<file path="config.mk">
export PLATFORM = sky130hd
export DESIGN_NAME = spi_nand_erase_seq
export DESIGN_NICKNAME = d
export VERILOG_FILES = /design/src/rtl/spi_nand_erase_seq.sv
export SDC_FILE = /design/constraint.sdc
export NUM_CORES = 1
export LEC_CHECK = 0
export ABC_AREA = 1
export ABC_CLOCK_PERIOD_IN_PS = 2300
export BUFFER_PORTS_ARGS = -buffer_cell sky130_fd_sc_hd__buf_4
export CAP_MARGIN = 20
export CORE_ASPECT_RATIO = 0.6
export CORE_MARGIN = 4
export CORE_UTILIZATION = 50
export CTS_CLUSTER_SIZE = 30
export DETAILED_ROUTE_END_ITERATION = 6
export PLACE_DENSITY = 0.73
export SLEW_MARGIN = 20
export SYNTH_ARGS = -nofsm -noshare
export SYNTH_HDL_FRONTEND = slang
export SYNTH_SLANG_ARGS = --single-unit
</file>
<file path="constraint.sdc">
create_clock -name clk -period 2.3 [get_ports clk]
set_input_delay 0.345 -clock clk [delete_from_list [all_inputs] [get_ports clk]]
set_output_delay 0.345 -clock clk [all_outputs]
set_load 0.1 [all_outputs]
</file>
<file path="src/rtl/spi_nand_erase_seq.sv">
module spi_nand_erase_seq #(
  parameter int ADDR_W    = 32,
  parameter int BLOCKS    = 1024,
  parameter int ERASE_LOG = 17,
  parameter int PAGES_LOG = 6,
  parameter int POLL_MAX  = 200,
  parameter int POLL_GAP  = 6250
) (
  input  logic                     clk,
  input  logic                     rst_n,
  input  logic                     start,
  input  logic [ADDR_W-1:0]        req_addr,
  input  logic [ADDR_W-1:0]        req_len,
  output logic [$clog2(BLOCKS)-1:0] bbt_idx,
  input  logic                     bbt_bad,
  output logic                     cmd_req,
  output logic [7:0]               cmd_opcode,
  output logic [23:0]              cmd_addr,
  output logic                     cmd_addr_en,
  output logic                     cmd_read,
  input  logic                     cmd_done,
  input  logic [7:0]               cmd_rdata,
  output logic                     busy,
  output logic                     done,
  output logic [1:0]               err,
  output logic [ADDR_W-1:0]        fail_addr
);
  localparam int BLK_W  = $clog2(BLOCKS);
  localparam int PCNT_W = $clog2(POLL_MAX + 1);
  localparam int GCNT_W = $clog2(POLL_GAP + 1);
  localparam logic [ADDR_W:0]   DEV_BYTES  = (ADDR_W+1)'(BLOCKS) << ERASE_LOG;
  localparam logic [ADDR_W-1:0] BLK_BYTES  = ADDR_W'(1) << ERASE_LOG;
  localparam logic [PCNT_W-1:0] PCNT_LAST  = PCNT_W'(POLL_MAX - 1);
  localparam logic [GCNT_W-1:0] GCNT_LAST  = GCNT_W'(POLL_GAP - 1);
  localparam logic [7:0] OP_WREN = 8'h06, OP_ERASE = 8'hD8, OP_STAT = 8'h0F, OP_WRDI = 8'h04;
  localparam int ST_BUSY = 0, ST_EFAIL = 2;

  typedef enum logic [2:0] {
    S_IDLE, S_CHECK, S_WREN, S_ERASE, S_POLL, S_GAP, S_WRDI, S_DONE
  } state_t;

  state_t              st;
  logic [ADDR_W-1:0]   cur, rem;
  logic [PCNT_W-1:0]   pcnt;
  logic [GCNT_W-1:0]   gcnt;
  logic                misaligned, overflow, last_blk;
  logic [23:0]         row_addr;
  logic                unused_status;

  assign misaligned    = (|req_addr[ERASE_LOG-1:0]) | (|req_len[ERASE_LOG-1:0]);
  assign overflow      = ({1'b0, req_addr} + {1'b0, req_len}) > DEV_BYTES;
  assign last_blk      = rem == BLK_BYTES;
  assign bbt_idx       = cur[ERASE_LOG +: BLK_W];
  assign row_addr      = 24'({bbt_idx, {PAGES_LOG{1'b0}}});
  assign unused_status = ^{cmd_rdata[7:3], cmd_rdata[1]};

  assign busy        = st != S_IDLE;
  assign done        = st == S_DONE;
  assign cmd_req     = st inside {S_WREN, S_ERASE, S_POLL, S_WRDI};
  assign cmd_addr_en = st inside {S_ERASE, S_POLL};
  assign cmd_read    = st == S_POLL;

  always_comb begin
    cmd_opcode = 8'h00;
    cmd_addr   = 24'h0;
    case (st)
      S_WREN:  cmd_opcode = OP_WREN;
      S_ERASE: begin cmd_opcode = OP_ERASE; cmd_addr = row_addr; end
      S_POLL:  begin cmd_opcode = OP_STAT;  cmd_addr = 24'hC00000; end
      S_WRDI:  cmd_opcode = OP_WRDI;
      default: ;
    endcase
  end

  always_ff @(posedge clk or negedge rst_n) begin
    if (!rst_n) begin
      st        <= S_IDLE;
      cur       <= '0;
      rem       <= '0;
      pcnt      <= '0;
      gcnt      <= '0;
      err       <= 2'd0;
      fail_addr <= '0;
    end else begin
      case (st)
        S_IDLE: if (start) begin
          err       <= 2'd0;
          fail_addr <= '0;
          cur       <= req_addr;
          rem       <= req_len;
          if (misaligned || overflow) begin
            err       <= 2'd3;
            fail_addr <= req_addr;
            st        <= S_DONE;
          end else if (req_len == '0) begin
            st <= S_DONE;
          end else begin
            st <= S_CHECK;
          end
        end
        S_CHECK: if (bbt_bad) begin
          err       <= 2'd1;
          fail_addr <= cur;
          st        <= S_WRDI;
        end else begin
          st <= S_WREN;
        end
        S_WREN: if (cmd_done) begin
          pcnt <= '0;
          st   <= S_ERASE;
        end
        S_ERASE: if (cmd_done) st <= S_POLL;
        S_POLL: if (cmd_done) begin
          if (!cmd_rdata[ST_BUSY]) begin
            if (cmd_rdata[ST_EFAIL]) begin
              err       <= 2'd2;
              fail_addr <= cur;
              st        <= S_WRDI;
            end else if (last_blk) begin
              st <= S_DONE;
            end else begin
              cur <= cur + BLK_BYTES;
              rem <= rem - BLK_BYTES;
              st  <= S_CHECK;
            end
          end else if (pcnt == PCNT_LAST) begin
            err       <= 2'd3;
            fail_addr <= cur;
            st        <= S_WRDI;
          end else begin
            pcnt <= pcnt + PCNT_W'(1);
            gcnt <= '0;
            st   <= S_GAP;
          end
        end
        S_GAP: if (gcnt == GCNT_LAST) st <= S_POLL;
               else gcnt <= gcnt + GCNT_W'(1);
        S_WRDI: if (cmd_done) st <= S_DONE;
        S_DONE: st <= S_IDLE;
        default: st <= S_IDLE;
      endcase
    end
  end

  a_r1_misaligned_rejected: assert property (@(posedge clk) disable iff (!rst_n)
    (start && !busy && ((|req_addr[ERASE_LOG-1:0]) || (|req_len[ERASE_LOG-1:0])))
    |=> (done && err == 2'd3 && !cmd_req));

  a_r2_overflow_rejected: assert property (@(posedge clk) disable iff (!rst_n)
    (start && !busy && (({1'b0, req_addr} + {1'b0, req_len}) > DEV_BYTES))
    |=> (done && err == 2'd3 && !cmd_req));

  a_r3_zero_length: assert property (@(posedge clk) disable iff (!rst_n)
    (start && !busy && req_len == '0 && req_addr[ERASE_LOG-1:0] == '0 && {1'b0, req_addr} <= DEV_BYTES)
    |=> (done && err == 2'd0 && !cmd_req));

  a_r4_row_of_block: assert property (@(posedge clk) disable iff (!rst_n)
    (cmd_req && cmd_opcode == OP_ERASE)
    |-> (cmd_addr[PAGES_LOG-1:0] == '0 && cmd_addr[PAGES_LOG +: BLK_W] == bbt_idx && cmd_addr_en));

  a_r5_wren_before_erase: assert property (@(posedge clk) disable iff (!rst_n)
    (cmd_req && cmd_opcode == OP_ERASE && !$past(cmd_req && cmd_opcode == OP_ERASE))
    |-> ($past(cmd_opcode) == OP_WREN && $past(cmd_done)));

  a_r9_cleanup_then_done: assert property (@(posedge clk) disable iff (!rst_n)
    (cmd_req && cmd_opcode == OP_WRDI && cmd_done) |=> (done && err != 2'd0));

  a_r11_cmd_held: assert property (@(posedge clk) disable iff (!rst_n)
    (cmd_req && !cmd_done) |=> (cmd_req && $stable(cmd_opcode) && $stable(cmd_addr)));

  a_r10_done_single: assert property (@(posedge clk) disable iff (!rst_n)
    done |=> !done);
endmodule

</file>
==> results.sh, run 1 <==
export IMPL_synth_top_area_frac=0.3412
export IMPL_rsz0062_at_grt="true"
export IMPL_nNetsFinal=1633
export IMPL_gp_congestion=0.9610
export IMPL_ir_worst_vdd_mv=0.8165
export IMPL_path_max_fanout=8
export IMPL_vias=10110
export IMPL_antenna_found_initial=0
export IMPL_worstPathRequired_ns=2.60
export IMPL_syn2layout_area_growth_pct=44.27
export IMPL_synth_cells=1246
export IMPL_clock_latency_ns=0.43
export IMPL_synth_ff_type="dfrtp_1"
export IMPL_p_per_area_nw_per_um2=1444
export IMPL_ios=158
export IMPL_slew_headroom=0.5468
export IMPL_dieArea_um2=20170
export IMPL_die_y_um=111.6
export IMPL_yosys_area_top_type="dfrtp_1"
export IMPL_cts_inserted_buffers=17
export IMPL_grt_first_pass_wirelength_um=47810
export IMPL_drt_total_wl_um=32400
export IMPL_synth_cell_types=54
export IMPL_root_buffer="clkbuf_16"
export IMPL_grt_remaining_overflow=0
export IMPL_via_per_inst=5.728
export IMPL_drc=0
export IMPL_syn_area_per_cell_um2=7.182
export IMPL_cp_start_kind="input port"
export IMPL_fp_row_count=37
export IMPL_syn_cell_area_um2=8949
export IMPL_synth_edf_count=0
export IMPL_fin_crit_ns=2.366
export IMPL_layout_drive_gt1_share=0.3717
export IMPL_postRouteAntennaNets=0
export IMPL_critPathArrivalTime_ns=2.67
export IMPL_fmax_mhz=422.7
export IMPL_violations="setup timing"
export IMPL_fin_setup_tns_ns=-0.5134
export IMPL_finalSetupViolations=19
export IMPL_clk_pin_slew_ns=0.06
export IMPL_layout_setup_ws_ns=-0.06584
export IMPL_ys_seq_area_frac=0.3412
export IMPL_cts_sinks=122
export IMPL_synth_area_leaders="dfrtp_1 (34%), nand2_1 (11%), a21oi_1 (6.4%)"
export IMPL_finClkSkew_ns=0.01123
export IMPL_hold_buffers=0
export IMPL_routed_top_layer="met4"
export IMPL_clk_path_buf_depth=2
export IMPL_synth_yosys_warnings=0
export IMPL_core_area_um2=17360
export IMPL_wl_met1_um=14550
export IMPL_die_width_um=180.7
export IMPL_wl_met2_um=14180
export IMPL_dr_first_iter_drc_count=1137
export IMPL_placed_cells=1718
export IMPL_grt_pass1_vias=9048
export IMPL_track_usage=0.2925
export IMPL_place_hpwl_um=22790
export IMPL_final_hold_violation_count=0
export IMPL_wl_per_cell_um=18.35
export IMPL_htreeDepth=4
export IMPL_final_max_slew_viol_count=0
export IMPL_worst_pin_slew_ns=0.6798
export IMPL_grt_max_degree=123
export IMPL_status="finished with violations"
export IMPL_path_cells="buf_8, ha_4, fa_2, nand2_2, nand2_2, nand3_2, nand2_2, nand2_2, nand2_4, nand2_2, nand3_2, nor2_2, nand3_2, nor2_2, nand3_2, nand2_4, nand2_8, nand3_2, a21oi_2"
export IMPL_p_leak_nw=6.177
export IMPL_drv_cap=0
export IMPL_cts_tree="built"
export IMPL_placed_cell_area_um2=11220
export IMPL_endpoint_kind="register"
export IMPL_wl_met3_um=3022
export IMPL_hold_class="input port to asynchronous set/reset pin"
export IMPL_slowest_stage="fa_2"
export IMPL_n_antenna_cell=0
export IMPL_first_pass_iters=6
export IMPL_ys_seq_elements=122
export IMPL_critPathKind="input port to register"
export IMPL_initial_utilization=0.5155
export IMPL_cpPeakStageDelay_ns=0.41
export IMPL_finalCritPeriodShare=1.029
export IMPL_power_mw=18.64
export IMPL_synth_async_sr_flop_share=1.000
export IMPL_layout_cells_non_filler=1765
export IMPL_design_area_um2=12910
export IMPL_port_buffers=138
-- layer usage --
metal / global-route usage / vias up
met4: 0.06244 / 0
li1: - / 4650
met3: 0.06627 / 58
met5: 0 / -
met1: 0.4461 / 4828
met2: 0.4243 / 574
-- cell usage in the layout (no fill, tap or decap), drive strengths merged, types with 28 or more instances in the layout --
master,count
inv,161
nor3,31
a21oi,127
nand3,72
nand2,286
mux2,28
nor2,145
dfrtp,122
ha,37
o21ai,67
buf,301
-- timing repair --
item,4_1_cts,5_1_grt
setup buffers,0,12
endpoints found under the setup margin,61,85
gates cloned,0,3
pin swaps,6,43
gates resized for setup,49,183
-- synth_stat cells (23+ instances only) --
cell and instances:
nor2_1 136, buf_4 30, nor4_1 23, a21oi_1 115, nand2_1 272, dfrtp_1 122
inv_1 149, nor3_1 28, ha_1 37, o21ai_0 62, mux2_2 28, nand3_1 58
-- cell families (layout without fill, tap and decap cells) --
group | Yosys count | after routing | share of synthesized area
XOR/XNOR | 19 | 19 | 0.01860
flip-flops | 122 | 122 | 0.3412
multiplexers | 29 | 29 | 0.03635
adder cells (fa/ha/maj) | 38 | 38 | 0.05397
buffers and inverters | 219 | 491 | 0.1095
other | 1 | 13 | 0.0004191
AO/OA/AOI/OAI | 235 | 235 | 0.1478
AND/OR/NAND/NOR | 583 | 584 | 0.2922
-- power breakdown --
part	internal [mW]	leakage, nW	switching, mW
logic	3.47	4.41	8.38
registers	3.14	1.47	0.788
clock network	1.73	0.296	1.13
total	8.34	6.18	10.3
-- worst max-delay path, delay by kind of cell --
| kind | cells | cell delay [ns] |
|---|---|---|
| buf+inv | 1 | 0.10 |
| compound gates | 1 | 0.06 |
| fa+ha+maj | 2 | 0.57 |
| simple gates | 15 | 1.57 |
-- flip-flops by register name, summed over array words and instances, names as in the netlist --
register   flops
cur           32
pcnt           8
rem           32
err            2
gcnt          13
fail_addr     32
st             3
-- worst paths after layout --
path                            slack, ns            end  depth (start not counted)         start
max in group asynchronous            1.77        rem[22]                          2         rst_n
worst max-delay path                -0.07  fail_addr[19]                         19    req_len[0]
worst min-delay path                 0.02        gcnt[2]                          2         rst_n
worst max register to register      -0.06        cur[31]                         12       cur[17]
worst min register to register       0.48       gcnt[11]                          1      gcnt[11]
min in group clk                     0.19  fail_addr[31]                          3  req_addr[31]
-- per-stage QoR --
step                      setup slack, ns    util  hold WS (ns)
after CTS                        -0.05279  0.6894       0.05454
after detailed placement          -0.5115  0.6463        0.4810
final                            -0.06584  0.7436       0.01898
after global placement            -0.5064  0.6463        0.4542
after global routing              -0.2038  0.7436       0.04861
after floorplan                   -0.3005       -       0.04941
-- final cells by class --
type	count	area [um^2]
well taps	234	292.8
clock inverters	14	185.2
fillers	1286	4451
repair buffers	303	2484
multi-input cells	918	5853
clock buffers	18	429.2
flip-flops and latches	122	3057
inverters	156	609.3
Power figures use the tool's default switching activity.
==> run 2, diff against run 1 <==
- CORE_UTILIZATION: 50 -> 45
- PLACE_DENSITY: 0.73 -> 0.66
==> run 2 against run 1 <==
Compared with the run above: the flow now finishes without violations; critical endpoint is now cur[21]; critical path type is now register to register; final cell count up 3.1%; fmax increased by 3.0%; largest power group unchanged; sequential power about the same.
==> results.sh, run 2 (same netlist as run 1, synthesis figures left out) <==
export IMPL_clk_pin_slew_ns=0.06
export IMPL_layout_drive_gt1_share=0.3900
export IMPL_slowest_stage="dfrtp_1"
export IMPL_final_common_cell="buf_4"
export IMPL_initial_utilization=0.4643
export IMPL_reg_top3="cur (32), fail_addr (32), rem (32)"
export IMPL_cp_start_kind="register"
export IMPL_fmax_mhz=435.2
export IMPL_power_frac_comb=0.651
export IMPL_track_usage=0.2758
export IMPL_syn2layout_area_growth_pct=47.43
export IMPL_wl_per_cell_um=17.96
export IMPL_swShare=0.5521
export IMPL_grt_remaining_overflow=0
export IMPL_fin_crit_ns=2.298
export IMPL_layout_setup_ws_ns=0.002411
export IMPL_hold_worst_slack_ns=0.1925
export IMPL_n_antenna_cell=0
export IMPL_grt_max_degree=54
export IMPL_die_width_um=190.1
export IMPL_fp_row_count=39
export IMPL_root_buffer="clkbuf_16"
export IMPL_clk_path_buf_depth=2
export IMPL_cts_tree="built"
export IMPL_endpoint_kind="register"
export IMPL_gp_congestion=0.9778
export IMPL_clock_latency_ns=0.43
export IMPL_finalCritPeriodShare=0.9990
export IMPL_place_hpwl_um=23740
export IMPL_crit_family="simple AND/OR/NAND/NOR gates"
export IMPL_drc=0
export IMPL_antenna_found_initial=0
export IMPL_p_leak_nw=6.331
export IMPL_status="finished clean"
export IMPL_final_hold_violation_count=0
export IMPL_place_ws_ns=-0.5449
export IMPL_critPathArrivalTime_ns=2.59
export IMPL_first_pass_iters=7
export IMPL_worstPathRequired_ns=2.59
export IMPL_internal_power_mw=8.458
export IMPL_cts_sinks=122
export IMPL_core_area_um2=19270
export IMPL_path_max_fanout=8
export IMPL_path_buf_inv=5
export IMPL_dieArea_um2=22280
export IMPL_vias=9939
export IMPL_seqPwrFrac=0.208
export IMPL_fin_setup_tns_ns=0
export IMPL_grt_pass1_vias=9131
export IMPL_nNetsFinal=1657
export IMPL_startpoint="rem[23]"
export IMPL_crit_reg2reg_launch="rem[23]"
export IMPL_power_mw=18.89
export IMPL_path_cells="or2_4, nor3_2, inv_1, nor4_2, buf_4, nand4_1, buf_4, nand2_4, nand2_4, nand2_8, inv_8, buf_12, o211ai_1, o21ai_1"
export IMPL_final_max_slew_viol_count=0
export IMPL_grt_first_pass_wirelength_um=48430
export IMPL_cts_inserted_buffers=17
export IMPL_ir_worst_vdd_mv=1.518
export IMPL_via_per_inst=5.461
export IMPL_finalSetupViolations=0
export IMPL_worstHoldStart="req_addr[30]"
export IMPL_port_buffers=138
export IMPL_power_switching_mw=10.43
export IMPL_cpPeakStageDelay_ns=0.38
export IMPL_n_fill_cell=1595
export IMPL_p_clk_frac=0.141
export IMPL_hold_class="input port to register"
export IMPL_drv_cap=0
export IMPL_critPathKind="register to register"
export IMPL_drt_total_wl_um=32690
export IMPL_die_y_um=117.2
export IMPL_finClkSkew_ns=0.009127
export IMPL_p_per_area_nw_per_um2=1432
export IMPL_postRouteAntennaNets=0
export IMPL_htreeDepth=4
export IMPL_dr_first_iter_drc_count=964
export IMPL_rsz0062_at_grt="true"
export IMPL_ios=158
export IMPL_most_common_layout_cells="buf_4 (294), nand2_1 (245), inv_1 (142), dfrtp_1 (119), nor2_1 (104)"
## run 2: cell type report
class / instances / area, um^2 / area share
clock buffer: 20 / 466.7 / 0.03538
clock inverter: 11 / 110.1 / 0.008346
inverter: 156 / 609.3 / 0.04619
multi-input combinational: 918 / 5896 / 0.4469
sequential: 122 / 3057 / 0.2317
tap: 266 / 332.8 / 0.02523
timing repair buffer: 327 / 2721 / 0.2063
## run 2: worst reg2reg max path, cell delays in order, from the launching register on
cell and delay [ns]:
dfrtp_1 0.38, or2_4 0.26, nor3_2 0.10, inv_1 0.08, nor4_2 0.26, buf_4 0.17, nand4_1 0.08, buf_4 0.18
nand2_4 0.06, nand2_4 0.07, nand2_8 0.10, inv_8 0.06, buf_12 0.13, o211ai_1 0.11, o21ai_1 0.12
## run 2: final timing paths
| kind | endpoint | slack [ns] | depth (start not counted) |
|---|---|---|---|
| min in group asynchronous | gcnt[1] | 0.40 | 2 |
| max reg2reg | cur[21] | 0.002 | 14 |
| max in group asynchronous | fail_addr[21] | 1.20 | 3 |
| max | cur[21] | 0.002 | 14 |
| min reg2reg | gcnt[11] | 0.47 | 1 |
| min | fail_addr[30] | 0.19 | 3 |
## run 2: power groups by stage
stage | clock network (mW) | logic (mW) | registers [mW]
global route | 2.79 | 13.0 | 4.02
floorplan | 0 | 6.25 | 5.80
global placement | 0 | 10.7 | 3.87
detailed placement | 0 | 10.9 | 3.87
finish | 2.67 | 12.3 | 3.92
CTS | 2.68 | 11.2 | 3.86
## run 2: routing by layer
| layer | vias up | wire length, um | global-route usage |
|---|---|---|---|
| met4 | 0 | 500 | 0.06696 |
| li1 | 4701 | - | - |
| met5 | - | 0 | 0 |
| met1 | 4729 | 15280 | 0.4106 |
| met3 | 45 | 3248 | 0.07202 |
| met2 | 464 | 13660 | 0.4003 |
## run 2: what timing repair did
action | 4_1_cts | 5_1_grt
pin swaps | 9 | 31
setup buffers | 5 | 6
resized for setup | 44 | 202
hold buffers | 1 | 0
hold endpoints to repair | 28 | 0
gates cloned | 2 | 3
endpoints found under the setup margin | 59 | 88
## run 2: per-stage QoR
step	utilization	instance area, um^2	std cells
global placement	0.5945	11460	1773
global route	0.6845	13190	1820
finish	0.6845	13190	1820
floorplan	-	9159	1258
detailed placement	0.5945	11460	1773
CTS	0.6373	12280	1811
==> run 3, diff against run 2 <==
- ABC_AREA: 1 -> unset
- PLACE_DENSITY: 0.66 -> 0.67
- SLEW_MARGIN: 20 -> unset
==> run 3 against run 2 <==
Compared with the run above: the run now ends with setup timing left; sequential power hardly changed; sequential cell count unchanged; utilization barely moved; clock skew down 0.0022 ns; first-iteration DRC count rose by 7.4%; design area decreased by 5.3%; fmax shrank 27%; area after synthesis is 5.4% lower; global-route usage increased by 1.6 points; die area is 5.1% lower; non-clock buffer count is 48 higher; routed wire length down 4.5%; critical endpoint is now fail_addr[27]; largest cell class unchanged; largest power group unchanged; highest routed layer unchanged.
==> results.sh, run 3 <==
export IMPL_root_buffer="clkbuf_16"
export IMPL_slew_headroom=0.5923
export IMPL_grt_pass1_vias=8616
export IMPL_fin_setup_tns_ns=-15.49
export IMPL_synth_yosys_warnings=0
export IMPL_cts_sinks=122
export IMPL_syn_area_per_cell_um2=8.273
export IMPL_syn_cell_area_um2=8463
export IMPL_synth_most_common_cell="dfrtp_1"
export IMPL_final_hold_violation_count=0
export IMPL_p_leak_nw=5.562
export IMPL_p_per_area_nw_per_um2=1390
export IMPL_regToRegEndpoint="cur[13]"
export IMPL_endpoint_kind="register"
export IMPL_via_per_inst=5.877
export IMPL_synth_area_leaders="dfrtp_1 (36%), ha_1 (5.5%), nand2_1 (5.4%)"
export IMPL_antenna_found_initial=0
export IMPL_reg2reg_depth=8
export IMPL_fp_row_count=38
export IMPL_power_mw=17.36
export IMPL_grt_remaining_overflow=0
export IMPL_track_usage=0.2914
export IMPL_ys_top_cells_by_count="dfrtp_1 (122), nand2_1 (121), nor2_1 (110)"
export IMPL_rsz0062_at_grt="true"
export IMPL_htreeDepth=4
export IMPL_most_common_layout_cells="buf_4 (351), dfrtp_1 (119), nand2_1 (115), nor2_1 (104), a21oi_1 (75)"
export IMPL_hold_path_end="fail_addr[1]"
export IMPL_synth_top_area_frac=0.3607
export IMPL_ios=158
export IMPL_drt_total_wl_um=31200
export IMPL_final_max_slew_viol_count=0
export IMPL_wl_per_cell_um=19.51
export IMPL_place_hpwl_um=23710
export IMPL_clk_path_buf_depth=2
export IMPL_gp_congestion=0.9982
export IMPL_layout_setup_ws_ns=-0.8506
export IMPL_ir_worst_vdd_mv=0.9922
export IMPL_initial_utilization=0.4635
export IMPL_nNetsFinal=1463
export IMPL_place_ws_ns=-1.509
export IMPL_grt_first_pass_wirelength_um=47930
export IMPL_finalCritPeriodShare=1.370
export IMPL_n_antenna_cell=0
export IMPL_drv_cap=0
export IMPL_synth_async_sr_flop_share=1.000
export IMPL_cts_tree="built"
export IMPL_synth_edf_count=0
export IMPL_die_width_um=185.0
export IMPL_synth_cells=1023
export IMPL_vias=9398
export IMPL_placed_cells=1544
export IMPL_reg_top3="cur (32), fail_addr (32), rem (32)"
export IMPL_status="finished with violations"
export IMPL_cts_inserted_buffers=17
export IMPL_ys_seq_elements=122
export IMPL_layout_cells_non_filler=1599
export IMPL_clock_latency_ns=0.43
export IMPL_dr_first_iter_drc_count=1035
export IMPL_multiInputGateArea_um2=5484
export IMPL_critPathArrivalTime_ns=3.45
export IMPL_core_area_um2=18260
export IMPL_drc=0
export IMPL_cp_start_kind="input port"
export IMPL_port_buffers=138
export IMPL_first_pass_iters=5
export IMPL_fmax_mhz=317.4
export IMPL_die_y_um=114.2
export IMPL_worstPathRequired_ns=2.60
export IMPL_synth_cell_types=69
export IMPL_final_common_cell="buf_4"
export IMPL_syn2layout_area_growth_pct=47.61
export IMPL_r2r_slack_ns=0.07
export IMPL_clk_pin_slew_ns=0.05
export IMPL_ys_seq_area_frac=0.3607
export IMPL_critPathKind="input port to register"
export IMPL_finalSetupViolations=19
export IMPL_postRouteAntennaNets=0
export IMPL_finClkSkew_ns=0.006908
export IMPL_synth_ff_type="dfrtp_1"
export IMPL_regArea_um2=3057
export IMPL_layout_drive_gt1_share=0.3893
export IMPL_crit_reg2reg_launch="pcnt[4]"
export IMPL_path_max_fanout=16
export IMPL_violations="setup timing"
export IMPL_min_path_cells=3
export IMPL_n_fill_cell=1470
export IMPL_yosys_area_top_type="dfrtp_1"
export IMPL_worst_pin_slew_ns=0.6060
export IMPL_dieArea_um2=21140
export IMPL_hold_class="input port to register"
export IMPL_grt_max_degree=51
export IMPL_worstHoldStart="req_addr[1]"
export IMPL_fin_crit_ns=3.151
export IMPL_post_route_util=0.6842
-- run 3: cell families (layout without fill, tap and decap cells) --
family / count (synthesis) / in the layout / share of synthesized area
AOI/OAI and AO/OA: 267 / 267 / 0.2000
xor gates and xnor gates: 26 / 26 / 0.02691
buffers and inverters: 100 / 424 / 0.06017
adders and majority gates: 38 / 38 / 0.05707
DFF: 122 / 122 / 0.3607
muxes: 40 / 40 / 0.05263
and+or+nand+nor: 429 / 429 / 0.2420
other: 1 / 13 / 0.0004431
-- run 3: repair_timing --
item,CTS,global route
buffers inserted,8,15
gates resized for setup,62,44
hold buffers,1,0
endpoints found under the hold margin,28,0
pin swaps,15,20
cloned,0,1
setup endpoints to repair,38,89
-- run 3: power breakdown --
group | internal (mW) | switching, mW | total (mW)
clock network | 1.63 | 0.961 | 2.60
registers | 3.11 | 0.838 | 3.95
logic | 3.36 | 7.46 | 10.8
-- run 3: cell type report --
cell class / instances / share of cell area
clock buffer: 23 / 0.03746
clock inverter: 7 / 0.007512
inverter: 19 / 0.005909
multi-input combinational: 813 / 0.4390
sequential: 122 / 0.2447
tap: 240 / 0.02404
timing repair buffer: 375 / 0.2414
-- run 3: worst max path at each step --
stage	start	endpoint	slack, ns	cells after the start
6_report	req_addr[0]	fail_addr[27]	-0.85	15
5_1_grt	req_addr[0]	fail_addr[20]	-0.96	15
4_1_cts	req_addr[0]	fail_addr[19]	-0.80	15
3_5_place_dp	req_addr[14]	st[1]	-1.51	14
3_3_place_gp	req_addr[9]	fail_addr[17]	-1.48	14
2_1_floorplan	req_addr[0]	fail_addr[23]	-1.05	13
-- run 3: worst max-delay path, cell delays in order --
cell	delay, ns
buf_8	0.11
ha_4	0.16
fa_2	0.36
a211oi_2	0.25
o211ai_1	0.16
nand2_1	0.18
a2bb2oi_2	0.21
o2111ai_2	0.17
or4_4	0.45
nor4_4	0.21
nand2_1	0.09
buf_6	0.15
a2111oi_4	0.34
buf_12	0.19
nor4_1	0.07
-- run 3: per-layer routing --
layer	GRT usage	wire [um]
met3	0.09714	3972
met1	0.4509	14580
met2	0.3836	12110
met5	0	0
met4	0.07674	541
-- run 3: per-stage QoR --
| step | instance area, um^2 | hold WS [ns] |
|---|---|---|
| 2_1_floorplan | 8653 | 0.04941 |
| 3_3_place_gp | 11220 | 0.3138 |
| 3_5_place_dp | 11220 | 0.3176 |
| 4_1_cts | 12140 | 0.2287 |
| 5_1_grt | 12490 | 0.2419 |
| 6_report | 12490 | 0.2533 |
